==> src/rtl/pxser_pkg.sv <==
package pxser_pkg;

    localparam int WORD_W = 16;

    // smallest power of two not below the pixel width
    function automatic int field_width(input int pix_w);
        int f;
        f = 1;
        while (f < pix_w) f = f * 2;
        return f;
    endfunction

endpackage

==> src/rtl/pxser_fifo.sv <==
module pxser_fifo #(
    parameter int DATA_W  = 16,
    parameter int DEPTH   = 256,
    parameter int HI_BITS = 5
) (
    input  logic              clk,
    input  logic              rst,
    input  logic              wr_i,
    input  logic [DATA_W-1:0] wdata_i,
    input  logic              rd_i,
    input  logic              flush_i,
    output logic [DATA_W-1:0] rdata_o,
    output logic              rvalid_o,
    output logic              full_o
);
    localparam int ADDR_W = $clog2(DEPTH);
    localparam int LVL_W  = ADDR_W + 1;
    localparam logic [LVL_W-1:0] TOP_LVL = LVL_W'(DEPTH);

    typedef struct packed {
        logic [ADDR_W-1:0] wptr;
        logic [ADDR_W-1:0] rptr;
        logic [LVL_W-1:0]  level;
        logic [DATA_W-1:0] rdata;
        logic              rvalid;
    } fifo_state_t;

    fifo_state_t st_d, st_q;
    logic [DATA_W-1:0] mem_q [DEPTH];
    logic do_wr, do_rd;

    always_comb begin
        st_d   = st_q;
        do_wr  = wr_i && (st_q.level != TOP_LVL) && !flush_i;
        do_rd  = rd_i && (st_q.level != '0) && !flush_i;
        st_d.rvalid = do_rd;
        if (do_rd) begin
            st_d.rdata = mem_q[st_q.rptr];
            st_d.rptr  = st_q.rptr + 1'b1;
        end
        if (do_wr) st_d.wptr = st_q.wptr + 1'b1;
        if (do_wr && !do_rd)      st_d.level = st_q.level + 1'b1;
        else if (do_rd && !do_wr) st_d.level = st_q.level - 1'b1;
        if (flush_i) begin
            st_d.wptr   = '0;
            st_d.rptr   = '0;
            st_d.level  = '0;
            st_d.rvalid = 1'b0;
        end
    end

    always_ff @(posedge clk or posedge rst) begin
        if (rst) st_q <= '0;
        else     st_q <= st_d;
    end

    always_ff @(posedge clk) begin
        if (do_wr) mem_q[st_q.wptr] <= wdata_i;
    end

    assign rdata_o  = st_q.rdata;
    assign rvalid_o = st_q.rvalid;
    assign full_o   = st_q.level[ADDR_W] | (&st_q.level[ADDR_W-1 -: HI_BITS]);


    no_overflow_chk: assert property (@(posedge clk) disable iff (rst)
        (st_q.level == TOP_LVL && wr_i && !rd_i && !flush_i)
        |=> (st_q.level == TOP_LVL && $stable(st_q.wptr)));


    flush_empty_chk: assert property (@(posedge clk) disable iff (rst)
        flush_i |=> (st_q.level == '0 && !full_o));


    empty_read_chk: assert property (@(posedge clk) disable iff (rst)
        (rd_i && st_q.level == '0) |=> !rvalid_o);

endmodule

==> src/rtl/pxser_sched.sv <==
module pxser_sched #(
    parameter int FIELD_W = 4,
    parameter int WORD_W  = 16,
    parameter int HCNT_W  = 11
) (
    input  logic              clk,
    input  logic              rst,
    input  logic              hblank_i,
    input  logic              vblank_i,
    input  logic [HCNT_W-1:0] hcount_i,
    output logic              active_o,
    output logic              rd_o
);
    localparam int PIX_PER_WORD = WORD_W / FIELD_W;
    localparam logic [HCNT_W-1:0] RD_MASK = HCNT_W'(PIX_PER_WORD - 1);

    logic on_grid;

    always_comb begin
        active_o = !hblank_i && !vblank_i;
        on_grid  = (hcount_i & RD_MASK) == '0;
        rd_o     = active_o && on_grid;
    end


    no_blank_read_chk: assert property (@(posedge clk) disable iff (rst)
        (hblank_i || vblank_i) |-> !rd_o);

endmodule

==> src/rtl/pxser_shift.sv <==
module pxser_shift #(
    parameter int PIX_W   = 3,
    parameter int FIELD_W = 4,
    parameter int WORD_W  = 16
) (
    input  logic              clk,
    input  logic              rst,
    input  logic              load_i,
    input  logic [WORD_W-1:0] word_i,
    input  logic              active_i,
    output logic [PIX_W-1:0]  rgb_o
);
    typedef struct packed {
        logic [WORD_W-1:0] pix;
        logic [1:0]        act;
        logic [PIX_W-1:0]  rgb;
    } shift_state_t;

    shift_state_t st_d, st_q;

    always_comb begin
        st_d     = st_q;
        st_d.act = {st_q.act[0], active_i};
        st_d.rgb = st_q.act[1] ? st_q.pix[PIX_W-1:0] : '0;
        if (load_i) st_d.pix = word_i;
        else        st_d.pix = st_q.pix >> FIELD_W;
    end

    always_ff @(posedge clk or posedge rst) begin
        if (rst) st_q <= '0;
        else     st_q <= st_d;
    end

    assign rgb_o = st_q.rgb;


    blank_zero_chk: assert property (@(posedge clk) disable iff (rst)
        !st_q.act[1] |=> (rgb_o == '0));


    word_load_chk: assert property (@(posedge clk) disable iff (rst)
        load_i |=> (st_q.pix == $past(word_i)));

endmodule

==> src/rtl/pxser_top.sv <==
module pxser_top #(
    parameter int PIX_W  = 3,
    parameter int DEPTH  = 256,
    parameter int HCNT_W = 11
) (
    input  logic                        clk,
    input  logic                        rst,
    input  logic [pxser_pkg::WORD_W-1:0] px_word_i,
    input  logic                        px_wr_i,
    output logic                        buf_full_o,
    input  logic                        frame_end_i,
    input  logic                        hblank_i,
    input  logic                        vblank_i,
    input  logic [HCNT_W-1:0]           hcount_i,
    output logic [PIX_W-1:0]            rgb_o
);
    localparam int WORD_W  = pxser_pkg::WORD_W;
    localparam int FIELD_W = pxser_pkg::field_width(PIX_W);

    logic              rd_req, active;
    logic [WORD_W-1:0] rd_word;
    logic              rd_valid;

    pxser_sched #(.FIELD_W(FIELD_W), .WORD_W(WORD_W), .HCNT_W(HCNT_W)) i_sched (
        .clk(clk), .rst(rst), .hblank_i(hblank_i), .vblank_i(vblank_i),
        .hcount_i(hcount_i), .active_o(active), .rd_o(rd_req)
    );

    pxser_fifo #(.DATA_W(WORD_W), .DEPTH(DEPTH), .HI_BITS(5)) i_fifo (
        .clk(clk), .rst(rst), .wr_i(px_wr_i), .wdata_i(px_word_i),
        .rd_i(rd_req), .flush_i(frame_end_i), .rdata_o(rd_word),
        .rvalid_o(rd_valid), .full_o(buf_full_o)
    );

    pxser_shift #(.PIX_W(PIX_W), .FIELD_W(FIELD_W), .WORD_W(WORD_W)) i_shift (
        .clk(clk), .rst(rst), .load_i(rd_valid), .word_i(rd_word),
        .active_i(active), .rgb_o(rgb_o)
    );


    reset_quiet_chk: assert property (@(posedge clk) disable iff (rst)
        $fell(rst) |-> (rgb_o == '0));

endmodule

==> config.mk <==
export PLATFORM = sky130hd
export DESIGN_NAME = pxser_top
export DESIGN_NICKNAME = d
export VERILOG_FILES = /design/src/rtl/pxser_pkg.sv /design/src/rtl/pxser_fifo.sv /design/src/rtl/pxser_sched.sv /design/src/rtl/pxser_shift.sv /design/src/rtl/pxser_top.sv
export SDC_FILE = /design/constraint.sdc
export NUM_CORES = 2
export LEC_CHECK = 0
export BUFFER_PORTS_ARGS = -buffer_cell sky130_fd_sc_hd__buf_2
export CAP_MARGIN = 20
export CORE_ASPECT_RATIO = 1.5
export CORE_MARGIN = 1
export CORE_UTILIZATION = 50
export DETAILED_ROUTE_END_ITERATION = 10
export PLACE_DENSITY = 0.66
export SYNTH_ARGS = -nofsm -noshare
export SYNTH_HDL_FRONTEND = slang
export SYNTH_SLANG_ARGS = --single-unit
==> constraint.sdc <==
create_clock -name clk -period 7.2 [get_ports clk]
set_input_delay 0.72 -clock clk [delete_from_list [all_inputs] [get_ports clk]]
set_output_delay 0.72 -clock clk [all_outputs]
set_load 0.005 [all_outputs]
# Word level (Yosys, flattened, before mapping)
# Memory sizes are Yosys's and may differ from the RTL's. A register that Yosys moved wholly into a read port is not among the register bits.
# Index checks and enable logic that the tools add are counted.
[op_classes] add_sub_neg=4 n_eq_ne=1 muxes=10 bitwise=1 reduce_logical=19
[op_table] cell="25-bit two-way mux" n=1
[op_table] cell="9-bit two-way mux" n=2
[op_table] cell="8-bit by 1-bit adder with 8-bit output (second input constant)" n=2
[op_table] cell="16-bit two-way mux" n=1
[op_table] cell="8-bit two-way mux" n=2
[op_table] cell="11-bit zero test" n=1
[op_table] cell="9-bit by 1-bit adder with 9-bit output (second input constant)" n=1
[op_table] cell="9-bit inequality test (second input constant)" n=1
[op_table] cell="9-bit nonzero test" n=1
[op_table] cell="9-bit by 1-bit subtractor with 9-bit output (second input constant)" n=1
[op_table] cell="1-bit logical AND" n=8
[op_table] cell="1-bit zero test" n=5
[op_table] cell="5-bit AND reduction" n=1
[op_table] cell="2-bit nonzero test" n=2
[op_table] cell="1-bit two-way mux" n=3
[op_table] cell="3-bit two-way mux" n=1
[op_table] cell="3-bit nonzero test" n=1
[op_table] cell="1-bit bitwise OR" n=1
[word_totals] reg_bits=47 ram_bits=4096 output_inout_bits=4 elab_cells=43 mem_count=1
[mem_list] name="i_fifo.mem_q" words=256 width=16 rd=1 rd_ports_with_merged_regs=1 write_ports=1 line="pxser_fifo.sv:29" text="logic [DATA_W-1:0] mem_q [DEPTH];"

# Longest topological paths before layout
[logic_depth] ltp_word=9 depth_mapped=13 ltp_nobuf=12

# By module
# A second synthesis with hierarchy kept.
[hier_totals] cells_unflattened=7136 hier_area_um2=160137.3
[modules_own_cells] mod="pxser_fifo" n_inst=1 cells_per_inst=7097 area_per_inst_um2=159489.2 seq_area_each_um2=124049.0
[modules_own_cells] mod="pxser_shift" n_inst=1 cells_per_inst=37 area_per_inst_um2=631.9 seq_area_each_um2=425.4
[modules_own_cells] mod="pxser_sched" n_inst=1 cells_per_inst=2 area_per_inst_um2=16.3 seq_area_each_um2=0.0

# Worst setup path before layout
# No wires, ideal clock.
[synth_timing] path_type="input to register" start="input port vblank_i" end="register i_fifo.st_q[24] (netlist bit)" setup_ns=0.095 arrival_ns=3.438 t_required_ns=7.105 slack_ns=3.667 stages=12 path_cell_list="or4_1 a31oi_2 nand2b_1 or2_2 ha_1 a21o_1 a21oi_1 o21bai_1 a2111oi_0 nor3_1 xnor2_1 o31ai_1"
[synth_between] elab_chain_len=9 word_cells_on_any_way=11
[synth_rtl] item="start: declaration" line="pxser_top.sv:13" text="input logic vblank_i,"
[synth_rtl] item="1-bit zero test (*)" line="pxser_sched.sv:20" text="active_o = !hblank_i && !vblank_i;"
[synth_rtl] item="1-bit logical AND (*)" line="pxser_sched.sv:20"
[synth_rtl] item="1-bit logical AND (*)" line="pxser_sched.sv:22" text="rd_o = active_o && on_grid;"
[synth_rtl] item="1-bit logical AND (*) (2 in a row)" line="pxser_fifo.sv:35" text="do_rd = rd_i && (st_q.level != '0) && !flush_i;"
[synth_rtl] item="1-bit zero test" line="pxser_fifo.sv:42" text="if (do_wr && !do_rd) st_d.level = st_q.level + 1'b1;"
[synth_rtl] item="1-bit logical AND" line="pxser_fifo.sv:42"
[synth_rtl] item="9-bit two-way mux" line="pxser_fifo.sv:42"
[synth_rtl] item="25-bit two-way mux" line="pxser_fifo.sv:44" text="if (flush_i) begin"
[synth_rtl] item="end signal: assignment" line="pxser_fifo.sv:54" text="else st_q <= st_d;"
[synth_rtl] item="end: declaration" line="pxser_fifo.sv:28" text="fifo_state_t st_d, st_q;"
# Mark *: on every way between the ends. The rest lies on a longest branch, timed or not.
# A chain may end at the register's enable or synchronous reset.

==> metrics.yaml <==
outcome:
  status: "completed"
grt:
  grt_pass1_vias: 60330
  grtUsageTotal_pct: 25.15
  grt_overflow: 0
  grt_pass1_wl_mm: 437.8
  antenna_found_initial: 5
  grt_start_max_net_pins: 200
floorplanning:
  core_area_sq_um: 241100
  start_util_pct: 50.26
  num_rows: 221
  fp.dieArea_sq_um: 244400
  chipHeight_microns: 604.9
  die_w_microns: 404.0
  ioPinCount: 37
pwr:
  ir_drop_v: 0.0001637
  powerDensity_nw_per_um2: 266.8
  p_leak_nw: 41.10
setup_path:
  cp-start-kind: "register"
  worstPathArrival_ps: 5240
  crit_path_max_fanout: 39
  critPathKind: "reg2reg"
  endpoint_kind: "register"
  cp.required_ps: 7920
cts:
  clk_path_buf_depth: 4
  clockRootBuffer: "clkbuf_16"
  cts_max_level: 5
  postCtsHoldBufs: 0
  cts_tree: "built"
  cts_made_buffers: 284
  post_cts.repair.setup_buffers: 0
  worstSkewPairLatency_ps: 860
  cts_sinks: 3127
  cts.clk_slew.worst_paths_ps: 70
  cts-resized-gates: 0
route:
  drt_wl_total_mm: 307.0
  dr.first_iter.drc_count: 5870
  firstDrtPassIters: 5
  vias: 59920
  viasPerCell: 6.202
  antenna_left: 0
  avgRoutedWirePerCell_microns: 31.78
  drc_errors: 0
placement:
  gp_congestion: 0.8972
  dpl_cell_area_sq_um: 126300
  io_buffer_count: 23
  place_hpwl_mm: 188.4
yosys:
  ys_ff_latch: 3127
  ys_seq_area_share_pct: 77.26
  ys.warnings.count: 0
  syn_inst: 5894
  syn_avg_cell_area_sq_um: 20.56
  async_reset_ff_share_pct: 1.759
  syn-cell-area_sq_um: 121200
  synth.distinct_cells: 75
  synth_edf_count: 3072
  syn-num-nets: 5941
  ys.flop_type: "edfxtp_1"
timing:
  relSlewSlack_pct: 0.5953
  setup_viol: 0
  slew_viol_final: 0
  rsz0062_at_grt: "false"
  fmax_ghz: 0.2214
  fin_worst_skew_ps: 65.04
  fin_crit_sh_pct: 62.74
  worst_pin_slew_ps: 1491
  hold_viol_final: 0
  min_period_ps: 4517
  fin_tns_setup_ps: 0
run:
  drv_cap: 0
finish:
  nets: 6269
  fin_area_sq_um: 135700
  area_growth_pct: 11.99
  drive_above_1_share_pct: 21.87
min_path:
  hold_path_class: "in2async"
-- placed cells by master, fill, tap and decap left out, drive strengths merged, types with 6 or more instances in the layout --
cell type | synthesis | layout
and2 | 8 | 8
o21ai | 68 | 68
bufinv | 0 | 25
nand3 | 56 | 56
dfrtp | 55 | 55
nor3 | 41 | 41
mux4 | 569 | 569
nand4 | 13 | 13
xor2 | 7 | 7
buf | 196 | 391
clkinvlp | 0 | 11
inv | 11 | 22
mux2i | 459 | 459
ha | 13 | 13
clkinv | 0 | 86
a21oi | 97 | 97
a221oi | 7 | 7
nor2 | 334 | 334
o221ai | 94 | 94
nand2 | 179 | 179
a31oi | 15 | 15
nor4 | 9 | 9
mux2 | 14 | 14
clkbuf | 153 | 355
a22oi | 64 | 64
o21bai | 8 | 8
a2111oi | 27 | 27
a211oi | 51 | 51
o22ai | 163 | 163
edfxtp | 3072 | 3072
xnor2 | 12 | 12
nor2b | 6 | 6
or3 | 9 | 9
a32oi | 7 | 7
a211o | 11 | 11
-- per-layer routing --
layer  routed length (microns)  share of wire, %  vias to the layer above  track usage, %
met3                     18440               6.0                      598           3.019
met4                     20090               6.5                        0           14.29
met1                    109100                36                    31750           30.46
met5                         0                 0                        -               0
met2                    159400                52                     2469           43.69
li1                          -                 -                    25100               -
-- cells in the mapped netlist (all sizes together) (3+ instances only) --
| library cell | n | area (sq um) |
|---|---|---|
| o21bai | 8 | 60.06 |
| mux4 | 569 | 12810 |
| nor2 | 334 | 1254 |
| a21oi | 97 | 485.5 |
| a211o | 11 | 96.34 |
| a311oi | 3 | 26.28 |
| a221oi | 7 | 61.31 |
| xor2 | 7 | 61.31 |
| or3b | 4 | 35.04 |
| mux2 | 14 | 157.7 |
| and4b | 3 | 30.03 |
| o211ai | 5 | 37.54 |
| o21ai | 68 | 340.3 |
| nand4 | 13 | 81.33 |
| nand2b | 5 | 31.28 |
| and3 | 3 | 18.77 |
| xnor2 | 12 | 105.1 |
| or4 | 4 | 30.03 |
| clkbuf | 153 | 574.3 |
| nand3 | 56 | 280.3 |
| buf | 196 | 1590 |
| inv | 11 | 41.29 |
| mux2i | 459 | 4594 |
| or3 | 9 | 56.30 |
| o31ai | 5 | 37.54 |
| and2 | 8 | 50.05 |
| nand2 | 179 | 681.9 |
| nand3b | 5 | 37.54 |
| nor3 | 41 | 205.2 |
| nor2b | 6 | 37.54 |
| edfxtp | 3072 | 92250 |
| o22ai | 163 | 1020 |
| a31oi | 15 | 100.1 |
| a22oi | 64 | 480.5 |
| a2111oi | 27 | 269.0 |
| ha | 13 | 162.7 |
| nor4 | 9 | 56.30 |
| dfrtp | 55 | 1376 |
| o2111ai | 5 | 43.79 |
| o221ai | 94 | 835.8 |
| a211oi | 51 | 397.9 |
| or2 | 3 | 18.77 |
| a32oi | 7 | 61.31 |
-- registers in the layout (all words and copies together), names as in the netlist --
register,cells
i_fifo.rdata_o,12
i_fifo.st_q,25
i_shift.rgb_o,3
i_shift.st_q,13
i_fifo.rvalid_o,1
i_fifo.mem_q,3072
i_shift.st_d,1
-- area by class of cell --
cell class,instances,area (sq um)
well taps,3233,4045
clock inverters,133,1359
repair buffers,391,3538
fillers,17880,105400
multi-input cells,2407,25460
flip-flops and latches,3127,93640
diodes,4,10.01
inverters,11,46.29
clock buffers,355,7604
-- per-stage QoR --
stage          std cells  worst slack (ps)  hold slack [ps]  utilization, %  total power [W]
3_3_place_gp        9042              2556            342.5           52.04          0.02167
4_1_cts             9609              2777            54.52           56.09          0.03641
3_5_place_dp        9121              2737            350.4           52.37          0.02171
5_1_grt             9658              2782            100.3           56.28          0.03709
6_report            9661              2683            57.56           56.28          0.03621
2_1_floorplan       5894              3667            331.2               -          0.02118
-- cell families after synthesis --
| kind of cell | synth area share, % |
|---|---|
| adder cells (fa/ha/maj) | 0.1508 |
| XOR/XNOR | 0.1373 |
| AO/OA/AOI/OAI | 3.715 |
| buffers and inverters | 1.820 |
| flip-flops | 77.26 |
| AND/OR/NAND/NOR | 2.417 |
| multiplexers | 14.50 |
-- worst max-delay path, cell delays in order (launching register included) --
cell and delay [ps]:
dfrtp_4 780, buf_4 580, or3_1 550, buf_4 420, o22ai_1 160, a2111oi_2 950, a21oi_1 360, nand3_1 180
or4_1 210, o211ai_1 130
-- worst paths after layout --
check / startpoint / end / slack [ps] / depth (start not counted)
max in group asynchronous: rst / i_fifo.st_q[28]$_DFFE_PP0P_ / 6480 / 3
max: i_fifo.st_q[27]$_DFFE_PP0P_ / i_fifo.rdata_o[1]$_DFFE_PP0P_ / 2680 / 9
min in group clk: hblank_i / i_shift.st_d[4]$_DFF_PP0_ / 130 / 2
min reg2reg: i_shift.st_d[4]$_DFF_PP0_ / i_shift.st_q[4]$_DFF_PP0_ / 380 / 0
max reg2reg: i_fifo.st_q[27]$_DFFE_PP0P_ / i_fifo.rdata_o[1]$_DFFE_PP0P_ / 2680 / 9
min: rst / i_fifo.st_q[22]$_DFFE_PP0P_ / 60 / 3
-- power breakdown --
part           internal [W]  switching (W)  total (W)
registers            0.0200      0.0000504     0.0201
logic              0.000431       0.000788    0.00122
clock network       0.00841        0.00650     0.0149
total                0.0289        0.00734     0.0362
Note: power is estimated with default switching activity, not from simulation.
